### src/rtl/sdcmd_pkg.sv
package sdcmd_pkg;

  typedef enum logic [3:0] {
    CMD_INHIBIT = 4'd0,
    CMD_NOP     = 4'd1,
    CMD_ACT     = 4'd2,
    CMD_RD      = 4'd3,
    CMD_WR      = 4'd4,
    CMD_BST     = 4'd5,
    CMD_PRE     = 4'd6,
    CMD_REF     = 4'd7,
    CMD_LMR     = 4'd8
  } sd_cmd_e;

  // Command decode from captured pins; clock enable dominates select.
  function automatic sd_cmd_e decode_pins(input logic cke_i, input logic cs_i,
                                          input logic ras_i, input logic cas_i,
                                          input logic we_i);
    sd_cmd_e c;
    if (!cke_i)     c = CMD_NOP;
    else if (cs_i)  c = CMD_INHIBIT;
    else begin
      case ({ras_i, cas_i, we_i})
        3'b111:  c = CMD_NOP;
        3'b011:  c = CMD_ACT;
        3'b101:  c = CMD_RD;
        3'b100:  c = CMD_WR;
        3'b110:  c = CMD_BST;
        3'b010:  c = CMD_PRE;
        3'b001:  c = CMD_REF;
        default: c = CMD_LMR;
      endcase
    end
    return c;
  endfunction

  function automatic logic is_access(input sd_cmd_e c);
    return (c == CMD_RD) || (c == CMD_WR);
  endfunction

endpackage

### src/rtl/sdcmd_pin_reg.sv
module sdcmd_pin_reg #(
  parameter int BA_W   = 2,
  parameter int ADDR_W = 13
) (
  input  logic              clk,
  input  logic              rst_n,
  input  logic              cke,
  input  logic              cs_n,
  input  logic              ras_n,
  input  logic              cas_n,
  input  logic              we_n,
  input  logic [BA_W-1:0]   ba,
  input  logic [ADDR_W-1:0] addr,
  output logic              cke_q,
  output logic              cs_q,
  output logic              ras_q,
  output logic              cas_q,
  output logic              we_q,
  output logic [BA_W-1:0]   ba_q,
  output logic [ADDR_W-1:0] addr_q
);

  // Reset value reads as a deselected (inhibit) cycle.
  always_ff @(posedge clk or negedge rst_n) begin
    if (!rst_n) begin
      cke_q  <= 1'b1;
      cs_q   <= 1'b1;
      ras_q  <= 1'b1;
      cas_q  <= 1'b1;
      we_q   <= 1'b1;
      ba_q   <= '0;
      addr_q <= '0;
    end else begin
      cke_q  <= cke;
      cs_q   <= cs_n;
      ras_q  <= ras_n;
      cas_q  <= cas_n;
      we_q   <= we_n;
      ba_q   <= ba;
      addr_q <= addr;
    end
  end

endmodule

### src/rtl/sdcmd_bank_table.sv
module sdcmd_bank_table
  import sdcmd_pkg::*;
#(
  parameter int NUM_BANKS = 4,
  parameter int BA_W      = 2,
  parameter int ADDR_W    = 13,
  parameter int ROW_W     = 13,
  parameter int AP_BIT    = 10
) (
  input  logic                       clk,
  input  logic                       rst_n,
  input  sd_cmd_e                    cmd,
  input  logic [BA_W-1:0]            ba,
  input  logic [ADDR_W-1:0]          addr,
  output logic [NUM_BANKS-1:0]       open_o,
  output logic [NUM_BANKS*ROW_W-1:0] rows_o,
  output logic                       err_idle,
  output logic                       err_dup,
  output logic                       err_ref,
  output logic                       act_fire,
  output logic [NUM_BANKS-1:0]       close_mask
);

  logic [NUM_BANKS-1:0] open_q;
  logic [NUM_BANKS-1:0] sel;
  logic                 sel_open;

  assign sel      = NUM_BANKS'(1) << ba;
  assign sel_open = |(open_q & sel);

  // Rule checks against the table as it stood before this command.
  assign err_idle = is_access(cmd) && !sel_open;
  assign err_dup  = (cmd == CMD_ACT) && sel_open;
  assign err_ref  = (cmd == CMD_REF) && (|open_q);
  assign act_fire = (cmd == CMD_ACT) && !sel_open;

  always_comb begin
    close_mask = '0;
    if (cmd == CMD_PRE)
      close_mask = addr[AP_BIT] ? {NUM_BANKS{1'b1}} : sel;
    else if (is_access(cmd) && sel_open && addr[AP_BIT])
      close_mask = sel;
  end

  for (genvar b = 0; b < NUM_BANKS; b++) begin : g_bank
    logic [ROW_W-1:0] row_q;
    always_ff @(posedge clk or negedge rst_n) begin
      if (!rst_n) begin
        open_q[b] <= 1'b0;
        row_q     <= '0;
      end else if (act_fire && sel[b]) begin
        open_q[b] <= 1'b1;
        row_q     <= addr[ROW_W-1:0];
      end else if (close_mask[b]) begin
        open_q[b] <= 1'b0;
      end
    end
    assign rows_o[b*ROW_W +: ROW_W] = row_q;
  end

  assign open_o = open_q;

endmodule

### src/rtl/sdram_cmd_tracker.sv
module sdram_cmd_tracker
  import sdcmd_pkg::*;
#(
  parameter int NUM_BANKS = 4,
  parameter int ROW_W     = 13,
  parameter int COL_W     = 9,
  parameter int AP_BIT    = 10,
  localparam int BA_W     = $clog2(NUM_BANKS),
  localparam int ADDR_W   = ROW_W
) (
  input  logic                       clk,
  input  logic                       rst_n,
  input  logic                       cke,
  input  logic                       cs_n,
  input  logic                       ras_n,
  input  logic                       cas_n,
  input  logic                       we_n,
  input  logic [BA_W-1:0]            ba,
  input  logic [ADDR_W-1:0]          addr,
  output logic [3:0]                 cmd,
  output logic [BA_W-1:0]            cmd_bank,
  output logic [ROW_W-1:0]           cmd_row,
  output logic [COL_W-1:0]           cmd_col,
  output logic                       cmd_ap,
  output logic [NUM_BANKS-1:0]       bank_open,
  output logic [NUM_BANKS*ROW_W-1:0] open_rows,
  output logic                       err_idle_access,
  output logic                       err_double_act,
  output logic                       err_refresh_open
);

  logic              cke_q, cs_q, ras_q, cas_q, we_q;
  logic [BA_W-1:0]   ba_q;
  logic [ADDR_W-1:0] addr_q;
  sd_cmd_e           cmd_dec;
  logic              act_fire;
  logic [NUM_BANKS-1:0] close_mask;

  sdcmd_pin_reg #(.BA_W(BA_W), .ADDR_W(ADDR_W)) u_pins (
    .clk(clk), .rst_n(rst_n), .cke(cke), .cs_n(cs_n), .ras_n(ras_n),
    .cas_n(cas_n), .we_n(we_n), .ba(ba), .addr(addr),
    .cke_q(cke_q), .cs_q(cs_q), .ras_q(ras_q), .cas_q(cas_q), .we_q(we_q),
    .ba_q(ba_q), .addr_q(addr_q)
  );

  assign cmd_dec = decode_pins(cke_q, cs_q, ras_q, cas_q, we_q);

  sdcmd_bank_table #(
    .NUM_BANKS(NUM_BANKS), .BA_W(BA_W), .ADDR_W(ADDR_W),
    .ROW_W(ROW_W), .AP_BIT(AP_BIT)
  ) u_table (
    .clk(clk), .rst_n(rst_n), .cmd(cmd_dec), .ba(ba_q), .addr(addr_q),
    .open_o(bank_open), .rows_o(open_rows),
    .err_idle(err_idle_access), .err_dup(err_double_act),
    .err_ref(err_refresh_open), .act_fire(act_fire), .close_mask(close_mask)
  );

  assign cmd      = cmd_dec;
  assign cmd_bank = ba_q;
  assign cmd_row  = addr_q[ROW_W-1:0];
  assign cmd_col  = addr_q[COL_W-1:0];
  assign cmd_ap   = is_access(cmd_dec) && addr_q[AP_BIT];

endmodule

### config.mk
export PLATFORM = sky130hd
export DESIGN_NAME = sdram_cmd_tracker
export DESIGN_NICKNAME = d
export VERILOG_FILES = /design/src/rtl/sdcmd_pkg.sv /design/src/rtl/sdcmd_pin_reg.sv /design/src/rtl/sdcmd_bank_table.sv /design/src/rtl/sdram_cmd_tracker.sv
export SDC_FILE = /design/constraint.sdc
export NUM_CORES = 1
export LEC_CHECK = 0
export BUFFER_PORTS_ARGS = -buffer_cell sky130_fd_sc_hd__buf_2
export CORE_ASPECT_RATIO = 0.7
export CORE_MARGIN = 10
export CORE_UTILIZATION = 49
export CTS_CLUSTER_SIZE = 40
export DETAILED_ROUTE_END_ITERATION = 8
export PLACE_DENSITY = 0.78
export REMOVE_ABC_BUFFERS = 1
export SETUP_SLACK_MARGIN = 0.2
export SYNTH_ARGS = -nofsm -noshare
export SYNTH_HDL_FRONTEND = slang
export SYNTH_SLANG_ARGS = --single-unit
### constraint.sdc
create_clock -name clk -period 2.6 [get_ports clk]
set_input_delay 0.13 -clock clk [delete_from_list [all_inputs] [get_ports clk]]
set_output_delay 0.13 -clock clk [all_outputs]
set_load 0.02 [all_outputs]
==> results.toml, run 1 <==
[synthesis]
synth_top_cell_area_share = 0.594
synthArstFlopShare = 1.00
synth_seq_cells = 76
ys.warnings.count = 0
synth_top_area_cell = "dfrtp_1"
synth_cells = 185
syn_area_mm2 = 0.00299
synthTopCellsByArea = "dfrtp_1 (59%), mux2_2 (20%), dfstp_2 (4.4%), buf_4 (2.3%), nor4_4 (2.1%)"
synth_edf_count = 0
synth_flop_cell = "dfrtp_1"
ys_seq_area_frac = 0.638
synth.distinct_cells = 35
syn_area_per_cell_um2 = 16.2

[detailed_routing]
vias_per_cell = 5.18
wl_per_cell_um = 18.7
dr.pass1.iters = 4
highest_layer = "met4"
met2_length_um = 3390
wl_met1_um = 3070
antenna_left = 0
vias = 2070
drt-initial-drc-count = 103
post-route-drc-count = 0
dr_wl_met3_um = 950
routed_wl_um = 7490

[power]
leakage_uw = 0.00210
ir_drop_mv = 0.346
p_comb_frac = 0.125
p_int_uw = 1710
swShare = 0.277
pwr-share-clk = 0.329
p_per_area_mw_per_mm2 = 597
pwr-share-seq = 0.546
switchingPower_uw = 655

[floorplanning]
rows = 23
initial_utilization = 0.514
dieArea_mm2 = 0.00967
core_area_mm2 = 0.00581
die_w_um = 113
pin_count = 110
fp.dieH_um = 85.3

[hold_path]
hold_path.class = "in2reg"
min_from = "addr[3]"

[global_routing]
track_usage = 0.157
grt_pass1_wl_um = 12000
grt_pass1_vias = 2242
overflow = 0
grt_max_degree = 77
antenna_found_initial = 0

[timing]
worstMarginPinSlew_ns = 0.922
fmax_mhz = 452
finalSetupViolCount = 0
layout_min_cycle_time_ns = 2.21
grt_setup_unrepaired = "no"
timing.hold.ws_ns = 0.421
maxSlewHeadroom = 0.385
setup_tns_ns = 0
skew_ns = 0.0106
final_hold_viol_count = 0
fin_crit_sh = 0.851
slew_violations = 0

[clocking]
cts_buffers = 9
root_buffer = "clkbuf_8"
htreeDepth = 3
cts_resized = 0
cts_tree = "built"
post-cts-setup-buffers = 0
cts_buffer_depth = 2
ctsHoldBuffers = 21
clkLatencyLatePin_ns = 0.35
clkSinkCount = 76
cts.reportedPaths.clkPinSlew_ns = 0.08

[layout]
num_antenna_cells = 0
area_growth_pct = 32.3
drive_above_1_share = 0.600
final_nets = 342
fillCellCount = 426

[setup_path]
path_buf_inv = 2
path_max_fanout = 8
r2r_start = "u_pins.ba_q[0]$_DFF_PN0_"
reg2regPathDepth = 4
criticalPathCategory = "reg2out"
path_delay_family = "flip-flops"
crit_cells = 4
slowest_delay_ns = 0.61
r2r_setup_slack_ns = 0.40
crit_path_end_kind = "output port"
startpoint_type = "register"
crit_chain = "clkinv_1, xnor2_1, nor4bb_1, buf_2"
crit_start = "u_pins.we_q$_DFF_PN1_"
regToRegEndpoint = "u_table.g_bank[0].row_q[11]$_DFFE_PN0P_"
setup.worst_path.end = "err_refresh_open"
worstPathArrival_ns = 2.08
crit_required_ns = 2.47
slowest_stage = "dfstp_2"

[place]
gp_congestion = 0.831
port_buffers = 109
dp_hpwl_um = 5320

[outcome]
status = "finished, final reports clean"

[run]
cap_viol_max_count = 0
[power by group through the flow]
| stage | clock network, µW | logic (µW) | registers, µW |
|---|---|---|---|
| global route | 857 | 318 | 1300 |
| finish | 777 | 295 | 1290 |
| CTS | 804 | 299 | 1290 |
| global placement | 0 | 269 | 1310 |
| detailed placement | 0 | 274 | 1310 |
| floorplan | 0 | 70.4 | 1380 |
[cells by family (layout without fill, tap and decap cells)]
group                  after synthesis  after routing  share of synthesized area
AO/OA/AOI/OAI                       11             11                     0.0314
XOR/XNOR                             1              1                    0.00293
buffers and inverters               17            157                     0.0431
flip-flops                          76             76                      0.638
multiplexers                        54             54                      0.207
AND/OR/NAND/NOR                     26             26                     0.0774
[Yosys cell counts (2+ instances only)]
cell type	count
buf_6	4
nor4_1	2
dfstp_2	5
mux2_2	52
and3_1	2
buf_4	9
a211o_1	3
nand2_1	2
nor4bb_1	3
nor2_1	4
o311a_1	2
dfrtp_1	71
nor4_4	3
nand2b_1	2
[metrics by stage]
stage	instance area [µm²]	total power [µW]	cells	worst slack (ns)	utilization
after global routing	3950	2470	400	0.231	0.680
after floorplan	2870	1450	170	0.232	-
after CTS	3950	2390	400	0.385	0.680
final	3950	2360	400	0.387	0.680
after global placement	3580	1580	363	0.503	0.615
after detailed placement	3580	1580	363	0.413	0.615
[registers in the layout, summed over array words and instances, names as in the netlist]
| register | cells |
|---|---|
| u_pins.ras_q | 1 |
| u_table.open_o | 4 |
| u_pins.we_q | 1 |
| u_pins.addr_q | 13 |
| u_pins.cs_q | 1 |
| u_pins.ba_q | 2 |
| u_pins.cas_q | 1 |
| u_pins.cke_q | 1 |
| u_table.g_bank.row_q | 52 |
[cell type report]
type | count | area [µm²] | area share
Sequential cell | 76 | 1910 | 0.483
Multi-Input combinational cell | 92 | 952 | 0.241
Timing Repair Buffer | 139 | 826 | 0.209
Clock buffer | 10 | 128 | 0.0323
Tap cell | 75 | 93.8 | 0.0237
Clock inverter | 6 | 38.8 | 0.00981
Inverter | 2 | 7.51 | 0.00190
[routing by layer]
metal  up-vias  global-route usage
li1        932                   -
met2       108               0.238
met4         0              0.0460
met5         -                   0
met3         9              0.0942
met1      1021               0.184
[cell usage in the layout (no fill, tap or decap), types with 2 or more instances in the layout]
master         count
nor4_1             2
a211o_1            3
buf_2            108
nor4bb_1           3
clkinvlp_4         2
o311a_1            2
dfrtp_1           71
nand2_1            2
clkinv_2           3
nor2_1             4
nor4_4             3
buf_4             10
mux2_2            52
dlygate4sd3_1     21
and3_1             2
nand2b_1           2
clkbuf_8           9
dfstp_2            5
[how the worst min path moves through the flow]
stage                                        endpoint  cells after the start  slack, ns
after floorplan            u_pins.addr_q[0]$_DFF_PN0_                      0      -0.17
after global placement         u_pins.cas_q$_DFF_PN1_                      1       0.24
after detailed placement        u_pins.cs_q$_DFF_PN1_                      1       0.24
after CTS                 u_pins.addr_q[10]$_DFF_PN0_                      2       0.39
after global routing      u_pins.addr_q[11]$_DFF_PN0_                      2       0.40
final                      u_pins.addr_q[3]$_DFF_PN0_                      2       0.42
Power figures use the tool's default switching activity.
==> run 2, diff against run 1 <==
--- a/config.mk
+++ b/config.mk
@@ -7,7 +7,6 @@
 export LEC_CHECK = 0
 export BUFFER_PORTS_ARGS = -buffer_cell sky130_fd_sc_hd__buf_2
 export CORE_ASPECT_RATIO = 0.7
-export CORE_MARGIN = 10
 export CORE_UTILIZATION = 49
 export CTS_CLUSTER_SIZE = 40
 export DETAILED_ROUTE_END_ITERATION = 8
==> constraint.sdc (replaced) <==
create_clock -name clk -period 2.6 [get_ports clk]
set_input_delay 0.13 -clock clk [delete_from_list [all_inputs] [get_ports clk]]
set_output_delay 0.13 -clock clk [all_outputs]
set_load 0.005 [all_outputs]
==> results.toml, run 2 (synthesis gave the netlist of run 1 again) <==
[outcome]
status = "finished, final reports clean"

[clocking]
cts_tree = "built"
clkLatencyLatePin_ns = 0.34
cts_resized = 0
cts_buffers = 9
cts.reportedPaths.clkPinSlew_ns = 0.08
clkSinkCount = 76
htreeDepth = 3
root_buffer = "clkbuf_8"
cts_buffer_depth = 2
post-cts-setup-buffers = 0

[layout]
layout_common_cells = "buf_2 (108), dfrtp_1 (71), mux2_2 (52)"
regMostFlops = "u_table.g_bank.row_q"
final_common_cell = "buf_2"
postLayoutCoreUtil = 0.687
largest_reg_flops = 52
area_growth_pct = 33.6
drive_above_1_share = 0.599
num_antenna_cells = 0
final_nets = 342
fillCellCount = 433

[global_routing]
track_usage = 0.214
antenna_found_initial = 0
grt_pass1_wl_um = 10000
grt_pass1_vias = 1999
overflow = 0
grt_max_degree = 77

[power]
p_int_uw = 1890
ir_drop_mv = 0.391
pwr-share-clk = 0.384
leakage_uw = 0.00212
total_power_uw = 2440
switchingPower_uw = 548
p_per_area_mw_per_mm2 = 611
swShare = 0.225
pwr-share-seq = 0.529
p_comb_frac = 0.087

[timing]
final_hold_viol_count = 0
layout_min_cycle_time_ns = 2.25
fmax_mhz = 445
slew_violations = 0
worstMarginPinSlew_ns = 0.926
finalSetupViolCount = 0
skew_ns = 0.00775
setup_tns_ns = 0
grt_setup_unrepaired = "no"
setup_ws_ns = 0.351
fin_crit_sh = 0.865
maxSlewHeadroom = 0.382

[setup_path]
criticalPathCategory = "reg2reg"
regToRegEndpoint = "u_table.g_bank[0].row_q[4]$_DFFE_PN0P_"
crit_required_ns = 2.82
startpoint_type = "register"
r2r_setup_slack_ns = 0.35
reg2regPathDepth = 4
path_max_fanout = 7
r2r_start = "u_pins.ba_q[0]$_DFF_PN0_"
crit_path_end_kind = "register"
worstPathArrival_ns = 2.47

[detailed_routing]
vias = 2044
post-route-drc-count = 0
antenna_left = 0
dr.pass1.iters = 4
wl_per_cell_um = 16.5
drt-initial-drc-count = 83
vias_per_cell = 5.12
routed_wl_um = 6570

[hold_path]
worstHoldPathCells = 2
hold_path.class = "in2reg"
min_to = "u_pins.addr_q[2]$_DFF_PN0_"
min_from = "addr[2]"

[place]
gp_congestion = 0.788
pre_cts_ws_ns = 0.356
port_buffers = 109
dp_hpwl_um = 4390

[floorplanning]
fp.dieH_um = 67.3
dieArea_mm2 = 0.00642
core_area_mm2 = 0.00581
die_w_um = 95.4
initial_utilization = 0.514
rows = 23
pin_count = 110

[run]
cap_viol_max_count = 0
run 2: changes by cell type in the layout (fill, tap and decap cells not counted):
cell        change
inv_6           -1
bufinv_16       +2
clkinv_2        -1
clkinvlp_4      -1
run 2: what timing repair did:
action / CTS / global route
endpoints found under the hold margin: 91 / 0
hold buffers: 21 / 0
endpoints found under the setup margin: 0 / 0
run 2: how the worst max path moves through the flow:
stage                             start                                     end  slack, ns  depth (start not counted)
6_report       u_pins.ba_q[0]$_DFF_PN0_  u_table.g_bank[0].row_q[4]$_DFFE_PN0P_       0.35                          4
5_1_grt        u_pins.ba_q[0]$_DFF_PN0_  u_table.g_bank[0].row_q[9]$_DFFE_PN0P_       0.25                          4
4_1_cts        u_pins.ba_q[0]$_DFF_PN0_  u_table.g_bank[0].row_q[4]$_DFFE_PN0P_       0.34                          4
3_5_place_dp   u_pins.ba_q[0]$_DFF_PN0_  u_table.g_bank[0].row_q[4]$_DFFE_PN0P_       0.36                          4
3_3_place_gp   u_pins.ba_q[0]$_DFF_PN0_  u_table.g_bank[0].row_q[3]$_DFFE_PN0P_       0.42                          4
2_1_floorplan  u_pins.ba_q[0]$_DFF_PN0_  u_table.g_bank[0].row_q[0]$_DFFE_PN0P_       0.34                          3
run 2: power groups by stage:
stage / Sequential [µW] / Clock, µW / Combinational, µW
floorplan: 1310 / 0 / 66.4
global placement: 1310 / 0 / 182
detailed placement: 1310 / 0 / 189
CTS: 1290 / 960 / 214
global route: 1300 / 997 / 233
finish: 1290 / 938 / 212
run 2: layer usage:
| metal | part of all wire | vias up | global-route usage |
|---|---|---|---|
| li1 | - | 925 | - |
| met1 | 0.43 | 1023 | 0.264 |
| met2 | 0.49 | 86 | 0.350 |
| met3 | 0.075 | 10 | 0.0755 |
| met4 | 0.011 | 0 | 0.0814 |
| met5 | 0 | - | 0 |
run 2: critical path, cell delays in order (launching register included):
cell and delay (ns):
dfrtp_1 0.45, mux4_2 0.68, nor4b_4 0.39, buf_4 0.26, mux2_2 0.35
run 2: cell type report:
type / count / area (µm²) / share of cell area
tap: 75 / 93.8 / 0.0235
multi-input combinational: 92 / 952 / 0.238
sequential: 76 / 1910 / 0.478
timing repair buffer: 139 / 826 / 0.207
clock inverter: 5 / 77.6 / 0.0194
inverter: 2 / 7.51 / 0.00188
clock buffer: 10 / 128 / 0.0320
run 2: per-stage QoR:
step | hold slack (ns) | instances | cell area [µm²]
2_1_floorplan | -0.166 | 170 | 2870
3_3_place_gp | 0.236 | 363 | 3580
3_5_place_dp | 0.236 | 363 | 3580
4_1_cts | 0.408 | 399 | 3990
5_1_grt | 0.423 | 399 | 3990
6_report | 0.429 | 399 | 3990
==> run 3, diff against run 2 <==
--- a/config.mk
+++ b/config.mk
@@ -5,9 +5,10 @@
 export SDC_FILE = /design/constraint.sdc
 export NUM_CORES = 1
 export LEC_CHECK = 0
+export ABC_AREA = 1
 export BUFFER_PORTS_ARGS = -buffer_cell sky130_fd_sc_hd__buf_2
 export CORE_ASPECT_RATIO = 0.7
-export CORE_UTILIZATION = 49
+export CORE_UTILIZATION = 50
 export CTS_CLUSTER_SIZE = 40
 export DETAILED_ROUTE_END_ITERATION = 8
 export PLACE_DENSITY = 0.78
==> results.toml, run 3 <==
[outcome]
status = "finished, final reports clean"

[floorplanning]
fp.dieH_um = 69.7
rows = 24
die_w_um = 98.7
dieArea_mm2 = 0.00687
core_area_mm2 = 0.00628
initial_utilization = 0.521
pin_count = 110

[timing]
timing.hold.ws_ns = 0.421
grt_setup_unrepaired = "no"
worstMarginPinSlew_ns = 0.954
finalSetupViolCount = 0
final_hold_viol_count = 0
setup_tns_ns = 0
maxSlewHeadroom = 0.364
fmax_mhz = 479
layout_min_cycle_time_ns = 2.09
slew_violations = 0
skew_ns = 0.00590
fin_crit_sh = 0.803

[power]
total_power_uw = 3070
p_per_area_mw_per_mm2 = 733
leakage_uw = 0.00222
ir_drop_mv = 0.370

[detailed_routing]
routed_wl_um = 7030
antenna_left = 0
vias = 2400
dr.pass1.iters = 4
wl_per_cell_um = 14.2
drt-initial-drc-count = 105
vias_per_cell = 4.85
post-route-drc-count = 0

[setup_path]
startpoint_type = "register"
crit_required_ns = 2.47
reg2regPathDepth = 9
path_max_fanout = 7
criticalPathCategory = "reg2out"
regToRegEndpoint = "u_table.g_bank[3].row_q[0]$_DFFE_PN0P_"
worstPathArrival_ns = 1.96
setup.worst_path.end = "err_idle_access"
r2r_start = "u_pins.cke_q$_DFF_PN1_"
crit_start = "u_pins.cke_q$_DFF_PN1_"
r2r_setup_slack_ns = 0.54
crit_path_end_kind = "output port"

[global_routing]
grt_pass1_wl_um = 11300
grt_pass1_vias = 2394
track_usage = 0.217
overflow = 0
grt_max_degree = 77
antenna_found_initial = 0

[clocking]
clkLatencyLatePin_ns = 0.34
clkSinkCount = 76
ctsHoldBuffers = 21
post-cts-setup-buffers = 0
htreeDepth = 3
cts_buffer_depth = 2
cts_buffers = 9
cts_resized = 0
root_buffer = "clkbuf_8"
cts.reportedPaths.clkPinSlew_ns = 0.08
cts_tree = "built"

[synthesis]
synth_edf_count = 0
synthArstFlopShare = 1.00
ys.warnings.count = 0
synth.distinct_cells = 24
yosysMostFrequentCell = "dfrtp_1"
ys_seq_area_frac = 0.584
synth_flop_cell = "dfrtp_1"
syn_area_per_cell_um2 = 11.3
synth_seq_cells = 76
synth_cells = 289
synth_top_area_cell = "dfrtp_1"
synthTopCellsByArea = "dfrtp_1 (54%), o21ai_2 (14%), nand2_1 (5.9%), nand2_2 (5.0%), dfstp_2 (4.0%)"
synthTopCellsByCount = "dfrtp_1 (71), o21ai_2 (53), nand2_1 (51)"
synth_top_cell_area_share = 0.543
syn_area_mm2 = 0.00327

[layout]
layout.cells.non_filler = 495
regMostFlops = "u_table.g_bank.row_q"
largest_reg_flops = 52
num_antenna_cells = 0
drive_above_1_share = 0.535
fillCellCount = 495
final_common_cell = "buf_2"
postLayoutCoreUtil = 0.667
layout_common_cells = "buf_2 (108), dfrtp_1 (71), o21ai_2 (53)"
final_nets = 434
area_growth_pct = 28.0

[run]
cap_viol_max_count = 0

[place]
gp_congestion = 0.871
dp_hpwl_um = 4680
placed_cells = 458
port_buffers = 109

[hold_path]
hold_path.class = "in2reg"
[run 3: cell count changes after synthesis, sizes merged, moves of 7 or more]
cell,previous run,this run
mux2,52,0
o21ai,1,54
inv,1,31
nor2,4,13
nand2,2,77
nand3,1,8
[run 3: worst min path at each step]
stage | startpoint | end | slack, ns | depth (start not counted)
floorplan | rst_n | u_pins.addr_q[0]$_DFF_PN0_ | -0.17 | 0
global placement | ras_n | u_pins.ras_q$_DFF_PN1_ | 0.24 | 1
detailed placement | cke | u_pins.cke_q$_DFF_PN1_ | 0.24 | 1
CTS | addr[4] | u_pins.addr_q[4]$_DFF_PN0_ | 0.40 | 2
global route | addr[3] | u_pins.addr_q[3]$_DFF_PN0_ | 0.41 | 2
finish | addr[9] | u_pins.addr_q[9]$_DFF_PN0_ | 0.42 | 2
[run 3: logic make-up (layout without fill, tap and decap cells)]
kind of cell           count (synthesis)  in the layout  synth area share
and+or+nand+nor                      105            105             0.177
AOI/OAI and AO/OA                     58             58             0.153
buffers and inverters                 50            178            0.0869
DFF                                   76             76             0.584
[run 3: area by class of cell]
cell class,count,area [µm²],share of cell area
tap,78,97.6,0.0233
clock buffer,12,165,0.0395
sequential,76,1910,0.456
timing repair buffer,130,758,0.181
inverter,32,123,0.0293
multi-input combinational,163,1080,0.257
clock inverter,4,55.1,0.0132
[run 3: where the power goes]
part / total [µW] / leakage [µW] / internal (µW) / switching [µW]
clock network: 961 / 0.000109 / 527 / 434
logic: 615 / 0.00114 / 294 / 321
registers: 1490 / 0.000963 / 1360 / 128
[run 3: layer usage]
| layer | global-route usage | vias up | wire (µm) |
|---|---|---|---|
| li1 | - | 1167 | - |
| met1 | 0.282 | 1141 | 3150 |
| met2 | 0.345 | 84 | 3340 |
| met3 | 0.0736 | 8 | 468 |
| met4 | 0.0680 | 0 | 70 |
| met5 | 0 | - | 0 |
[run 3: critical path: stages, from the launching register on]
cell and delay [ns]:
dfstp_2 0.54, inv_1 0.06, nor2_2 0.11, nand2_1 0.12, nor2_2 0.26, nand2_1 0.09
nand2_1 0.18, inv_2 0.05, nor2_1 0.09, buf_2 0.12
[run 3: stage by stage]
stage	setup WS [ns]	instance area [µm²]
final	0.513	4180
after global routing	0.359	4180
after CTS	0.517	4180
after detailed placement	0.537	3750
after global placement	0.640	3750
after floorplan	0.823	3110
